===== src/rtl/sar_conv_pkg.sv =====
package sar_conv_pkg;
  localparam int ADDR_W = 4;

  localparam logic [ADDR_W-1:0] OFFS_RESULT = 4'h0;
  localparam logic [ADDR_W-1:0] OFFS_STATUS = 4'h4;
  localparam logic [ADDR_W-1:0] OFFS_CTRL   = 4'h8;
  localparam logic [ADDR_W-1:0] OFFS_DELAY  = 4'hC;

  localparam int CHAN_LSB = 0;
  localparam int PWR_BIT  = 3;
  localparam int IEN_BIT  = 5;
  localparam int ISTS_BIT = 6;
  localparam int BUSY_BIT = 0;

  typedef enum logic [1:0] {
    ST_IDLE   = 2'd0,
    ST_SETTLE = 2'd1,
    ST_CONV   = 2'd2
  } sarState_t;

  typedef struct packed {
    logic start;
    logic step;
    logic latch;
  } sarStrobe_t;
endpackage


===== src/rtl/sar_conv_ctrl.sv =====
module sar_conv_ctrl
  import sar_conv_pkg::*;
#(
  parameter int RES_BITS  = 10,
  parameter int CHAN_BITS = 3,
  parameter int DLY_BITS  = 6,
  parameter int DLY_RESET = 8,
  parameter int DATA_W    = 32
) (
  input  logic                 clk,
  input  logic                 rstN,
  input  logic                 wrEn,
  input  logic [ADDR_W-1:0]    addr,
  input  logic [DATA_W-1:0]    wrData,
  output sarStrobe_t           strb,
  output logic                 busy,
  output logic [CHAN_BITS-1:0] chanQ,
  output logic                 pwrQ,
  output logic                 ienQ,
  output logic                 istsQ,
  output logic [DLY_BITS-1:0]  delayQ
);
  localparam int STEP_W = $clog2(RES_BITS);
  localparam logic [STEP_W-1:0] LAST_STEP = STEP_W'(RES_BITS - 1);

  sarState_t            state;
  logic [DLY_BITS-1:0]  settleCnt;
  logic [STEP_W-1:0]    stepCnt;
  logic                 wrCtrl, wrDly, startReq, settleEnd;

  assign wrCtrl    = wrEn && (addr == OFFS_CTRL);
  assign wrDly     = wrEn && (addr == OFFS_DELAY);
  assign startReq  = wrCtrl && wrData[PWR_BIT];
  assign settleEnd = (state == ST_SETTLE) && (settleCnt == DLY_BITS'(1));
  assign busy      = (state != ST_IDLE);

  always_comb begin
    strb       = '0;
    strb.start = (startReq && (delayQ == '0)) || (settleEnd && !wrCtrl);
    strb.step  = (state == ST_CONV) && !wrCtrl;
    strb.latch = strb.step && (stepCnt == '0);
  end

  always_ff @(posedge clk or negedge rstN) begin
    if (!rstN) begin
      chanQ     <= '0;
      pwrQ      <= 1'b0;
      ienQ      <= 1'b0;
      istsQ     <= 1'b0;
      delayQ    <= DLY_BITS'(DLY_RESET);
      state     <= ST_IDLE;
      settleCnt <= '0;
      stepCnt   <= '0;
    end else begin
      if (wrDly) delayQ <= wrData[DLY_BITS-1:0];
      if (wrCtrl) begin
        chanQ <= wrData[CHAN_LSB +: CHAN_BITS];
        pwrQ  <= wrData[PWR_BIT];
        ienQ  <= wrData[IEN_BIT];
        istsQ <= 1'b0;
        if (wrData[PWR_BIT]) begin
          if (delayQ == '0) begin
            state   <= ST_CONV;
            stepCnt <= LAST_STEP;
          end else begin
            state     <= ST_SETTLE;
            settleCnt <= delayQ;
          end
        end else begin
          state <= ST_IDLE;
        end
      end else begin
        case (state)
          ST_SETTLE: begin
            if (settleEnd) begin
              state   <= ST_CONV;
              stepCnt <= LAST_STEP;
            end else begin
              settleCnt <= settleCnt - DLY_BITS'(1);
            end
          end
          ST_CONV: begin
            if (stepCnt == '0) begin
              state <= ST_IDLE;
              istsQ <= 1'b1;
            end else begin
              stepCnt <= stepCnt - STEP_W'(1);
            end
          end
          default: state <= ST_IDLE;
        endcase
      end
    end
  end

  // a start write makes the block busy on the next cycle
  p_start_busy_r3: assert property (@(posedge clk) disable iff (!rstN)
    startReq |=> (state != ST_IDLE));

  // zero delay goes straight to approximation
  p_zero_delay_r5: assert property (@(posedge clk) disable iff (!rstN)
    (startReq && (delayQ == '0)) |=> (state == ST_CONV));

  // the last step sets interrupt status and ends the conversion
  p_done_status_r6: assert property (@(posedge clk) disable iff (!rstN)
    ((state == ST_CONV) && (stepCnt == '0) && !wrCtrl) |=> (istsQ && state == ST_IDLE));

  // a power-down write aborts and leaves status clear
  p_abort_idle_r7: assert property (@(posedge clk) disable iff (!rstN)
    (wrCtrl && !wrData[PWR_BIT]) |=> (state == ST_IDLE && !istsQ));
endmodule


===== src/rtl/sar_conv_dp.sv =====
module sar_conv_dp
  import sar_conv_pkg::*;
#(
  parameter int RES_BITS = 10
) (
  input  logic                clk,
  input  logic                rstN,
  input  sarStrobe_t          strb,
  input  logic                cmpHigh,
  output logic [RES_BITS-1:0] trialCode,
  output logic [RES_BITS-1:0] resultQ
);
  localparam logic [RES_BITS-1:0] MSB_MASK = {1'b1, {(RES_BITS-1){1'b0}}};

  logic [RES_BITS-1:0] sarQ, maskQ, resolved;

  assign trialCode = sarQ | maskQ;
  assign resolved  = cmpHigh ? (sarQ | maskQ) : sarQ;

  always_ff @(posedge clk or negedge rstN) begin
    if (!rstN) begin
      sarQ    <= '0;
      maskQ   <= '0;
      resultQ <= '0;
    end else begin
      if (strb.start) begin
        sarQ  <= '0;
        maskQ <= MSB_MASK;
      end else if (strb.step) begin
        sarQ  <= resolved;
        maskQ <= maskQ >> 1;
      end
      if (strb.latch) resultQ <= resolved;
    end
  end

  // at most one bit under test at any time
  p_mask_onehot_r4: assert property (@(posedge clk) disable iff (!rstN)
    $onehot0(maskQ));

  // the result only changes on a completing step
  p_hold_result_r9: assert property (@(posedge clk) disable iff (!rstN)
    !strb.latch |=> $stable(resultQ));
endmodule


===== src/rtl/sar_conv_top.sv =====
module sar_conv_top
  import sar_conv_pkg::*;
#(
  parameter int RES_BITS  = 10,
  parameter int CHAN_BITS = 3,
  parameter int DLY_BITS  = 6,
  parameter int DLY_RESET = 8,
  parameter int DATA_W    = 32
) (
  input  logic                 clk,
  input  logic                 rstN,
  input  logic                 wrEn,
  input  logic [ADDR_W-1:0]    addr,
  input  logic [DATA_W-1:0]    wrData,
  output logic [DATA_W-1:0]    rdData,
  input  logic                 cmpHigh,
  output logic [RES_BITS-1:0]  trialCode,
  output logic [CHAN_BITS-1:0] chanSel,
  output logic                 powerOn,
  output logic                 irq
);
  sarStrobe_t           strb;
  logic                 busy, pwrQ, ienQ, istsQ;
  logic [CHAN_BITS-1:0] chanQ;
  logic [DLY_BITS-1:0]  delayQ;
  logic [RES_BITS-1:0]  resultQ;

  sar_conv_ctrl #(
    .RES_BITS(RES_BITS), .CHAN_BITS(CHAN_BITS), .DLY_BITS(DLY_BITS),
    .DLY_RESET(DLY_RESET), .DATA_W(DATA_W)
  ) u_ctrl (
    .clk(clk), .rstN(rstN), .wrEn(wrEn), .addr(addr), .wrData(wrData),
    .strb(strb), .busy(busy), .chanQ(chanQ), .pwrQ(pwrQ), .ienQ(ienQ),
    .istsQ(istsQ), .delayQ(delayQ)
  );

  sar_conv_dp #(.RES_BITS(RES_BITS)) u_dp (
    .clk(clk), .rstN(rstN), .strb(strb), .cmpHigh(cmpHigh),
    .trialCode(trialCode), .resultQ(resultQ)
  );

  assign powerOn = pwrQ;
  assign chanSel = pwrQ ? chanQ : '0;
  assign irq     = istsQ & ienQ;

  always_comb begin
    rdData = '0;
    case (addr)
      OFFS_RESULT: rdData[RES_BITS-1:0] = resultQ;
      OFFS_STATUS: rdData[BUSY_BIT]     = busy;
      OFFS_CTRL: begin
        rdData[CHAN_LSB +: CHAN_BITS] = chanQ;
        rdData[PWR_BIT]               = pwrQ;
        rdData[IEN_BIT]               = ienQ;
        rdData[ISTS_BIT]              = istsQ;
      end
      OFFS_DELAY:  rdData[DLY_BITS-1:0] = delayQ;
      default:     rdData = '0;
    endcase
  end
endmodule


===== config.mk =====
export PLATFORM = sky130hd
export DESIGN_NAME = sar_conv_top
export DESIGN_NICKNAME = d
export VERILOG_FILES = /design/src/rtl/sar_conv_pkg.sv /design/src/rtl/sar_conv_ctrl.sv /design/src/rtl/sar_conv_dp.sv /design/src/rtl/sar_conv_top.sv
export SDC_FILE = /design/constraint.sdc
export NUM_CORES = 1
export LEC_CHECK = 0
export BUFFER_PORTS_ARGS = -buffer_cell sky130_fd_sc_hd__buf_2
export CAP_MARGIN = 10
export CORE_ASPECT_RATIO = 2
export CORE_MARGIN = 1
export CORE_UTILIZATION = 55
export CTS_CLUSTER_SIZE = 40
export DETAILED_ROUTE_END_ITERATION = 16
export GPL_TIMING_DRIVEN = 0
export PLACE_DENSITY = 0.84
export SLEW_MARGIN = 20
export SYNTH_ARGS = -nofsm -noshare
export SYNTH_HDL_FRONTEND = slang
export SYNTH_SLANG_ARGS = --single-unit

===== constraint.sdc =====
create_clock -name clk -period 5.4 [get_ports clk]
set_input_delay 0.27 -clock clk [delete_from_list [all_inputs] [get_ports clk]]
set_output_delay 0.27 -clock clk [all_outputs]
set_load 0.02 [all_outputs]

==> impl_metrics.json <==
{
  "wl_um": 7110,
  "dp_hpwl_um": 5310,
  "antenna_found_initial": 0,
  "cts_hold_buf": 0,
  "rows": 37,
  "ys_seq_area_frac": 0.451,
  "place_area_mm2": 0.00334,
  "finalMaxSlewViolations": 0,
  "clockBufferDepth": 2,
  "ys_types": 50,
  "crit_buf_inv": 2,
  "post-cts-setup-buffers": 0,
  "hold_class": "in -> async",
  "io_pins": 87,
  "status": "complete, but fails checks",
  "fmax_mhz": 449,
  "syn2layout_area_growth_pct": 16.0,
  "cts.sinks": 54,
  "drcViolationCount": 0,
  "finalSetupViolations": 0,
  "first_global_vias": 2367,
  "coreArea_mm2": 0.00518,
  "setup_tns_ps": 0,
  "ys_seq_elements": 54,
  "clk-insertion-delay-late_ps": 310,
  "p_per_area_mw_per_mm2": 434,
  "drive_gt1_frac": 0.275,
  "r2r-start": "u_ctrl.state[1]$_DFFE_PN0P_",
  "final_cell_mix": "53 x dfrtp_1, 49 x nand2_1, 39 x buf_2",
  "cp.required_ps": 5590,
  "violations": "negative hold slack",
  "root_buffer": "clkbuf_8",
  "die_h_um": 106,
  "critical_path_class": "reg -> reg",
  "drtIter0Drc": 114,
  "vias_per_cell": 5.62,
  "ys_async_sr_fraction": 1.00,
  "synth_edf_count": 0,
  "end_kind": "flop",
  "drt-pass1-iter-count": 4,
  "p_leak_nw": 1.75,
  "antenna_left": 0,
  "gp_congestion": 0.954,
  "hold_viol": 5,
  "grt_pass1_wl_um": 11100,
  "vdd_drop_max_v": 0.000354,
  "grt.total_usage": 0.264,
  "tightest_slew_ps": 773,
  "design_area_mm2": 0.00348,
  "initial_core_util": 0.579,
  "nets": 440,
  "layout_commonest_cell": "dfrtp_1",
  "diodes": 0,
  "period_share": 0.413,
  "critPathArrivalTime_ps": 2420,
  "min_period_ps": 2230,
  "io_buffers": 37,
  "grt_max_degree": 55,
  "die-area_mm2": 0.00577,
  "ctsResizeCount": 0,
  "slowest_delay_ps": 650,
  "path_max_fanout": 10,
  "rsz0062_at_grt": "false",
  "crit_chain": "inv_1 > ha_1 > or4b_2 > a211oi_1 > a31o_2 > buf_2 > nor2_1",
  "hold_ws_ps": -5.60,
  "tritoncts": "built",
  "skew_ps": 7.13,
  "r2r_cells": 7,
  "finalPower_mw": 1.51,
  "cts.clk_slew.worst_paths_ps": 100,
  "max_cap_viol_count": 0,
  "relSlewSlack": 0.485,
  "avgRoutedWirePerCell_um": 15.8,
  "num_vias": 2534,
  "ys.flop_type": "dfrtp_1",
  "critPathLaunch": "u_ctrl.state[1]$_DFFE_PN0P_",
  "avgSynthCellArea_um2": 9.18,
  "slowest_stage": "or4b_2",
  "crit_path_start_kind": "flop",
  "cts.htree.levels": 2,
  "netlist_instances": 327,
  "crit_family": "simple AND/OR/NAND/NOR gates",
  "critical_path_depth": 7,
  "synth_area_mm2": 0.00300,
  "fp.dieW_um": 54.2,
  "synth-warning-count": 0,
  "overflow": 0,
  "cts_buffers": 5
}
-- per-stage QoR --
stage,hold WS (ps),std cells,setup slack [ps],utilization
after floorplan,-25.6,348,3440,-
after global placement,454,443,3230,0.644
after detailed placement,359,443,3210,0.644
after CTS,23.9,451,3180,0.672
after global routing,49.3,451,3100,0.672
final,-5.60,451,3170,0.672
-- worst paths after layout --
check | end | slack (ps)
worst min register to register | u_dp.resultQ[5]$_DFFE_PN0P_ | 500
worst min-delay path | u_ctrl.stepCnt[3]$_DFFE_PN0P_ | -6
worst max register to register | u_dp.sarQ[9]$_DFFE_PN0P_ | 3170
min in group clk | u_ctrl.chanQ[2]$_DFFE_PN0P_ | 170
max in group asynchronous | u_ctrl.chanQ[2]$_DFFE_PN0P_ | 4940
worst max-delay path | u_dp.sarQ[9]$_DFFE_PN0P_ | 3170
-- report_power, final --
group | switching, mW | leakage (nW) | internal, mW | total, mW
clock | 0.134 | 0.0714 | 0.198 | 0.331
sequential | 0.114 | 0.708 | 0.515 | 0.629
combinational | 0.317 | 0.975 | 0.234 | 0.551
total | 0.565 | 1.75 | 0.947 | 1.51
-- sequential cells by signal, indices dropped and copies added, names as in the netlist, 2 cells and up --
name              count
u_ctrl.chanQ          3
u_ctrl.delayQ         6
u_ctrl.settleCnt      6
u_ctrl.state          2
u_ctrl.stepCnt        4
u_dp.maskQ           10
u_dp.resultQ         10
u_dp.sarQ            10
-- synth_stat cells (2+ instances only) --
library cell	instances	area (µm²)
nor2_1	24	90.1
dfrtp_1	53	1330
or4_1	2	15.0
and2_1	6	37.5
nand2_1	49	184
nor3_1	4	20.0
o211ai_1	5	37.5
inv_1	11	41.3
a22oi_1	4	30.0
clkbuf_1	6	22.5
buf_2	3	15.0
a31o_2	2	17.5
or4_4	2	22.5
a21oi_1	33	165
ha_1	8	100
buf_4	22	165
and3_1	3	18.8
mux2_2	10	113
o21ai_0	24	120
or2_2	13	81.3
buf_6	2	22.5
o221a_2	2	22.5
nand4_1	5	31.3
nand3_1	7	35.0
mux2i_1	2	20.0
-- cell families after synthesis --
| logic type | Yosys count | synth area share |
|---|---|---|
| buffers and inverters | 45 | 0.0900 |
| other | 1 | 0.00125 |
| DFF | 54 | 0.451 |
| AOI/OAI and AO/OA | 82 | 0.168 |
| adders and majority gates | 8 | 0.0333 |
| and+or+nand+nor | 123 | 0.199 |
| muxes | 14 | 0.0579 |
-- cell type report --
class,count,area (µm²)
Inverter,11,41.3
Multi-Input combinational cell,249,1460
Buffer,34,229
Clock buffer,6,82.6
Timing Repair Buffer,37,188
Sequential cell,54,1350
Tap cell,58,72.6
Fill cell,444,1700
Clock inverter,2,60.1
-- metal layers --
layer,global-route usage,wire length [µm]
met1,0.292,2640
met2,0.454,3830
met3,0.0343,317
met4,0.148,323
met5,0,0
Power figures use the tool's default switching activity.
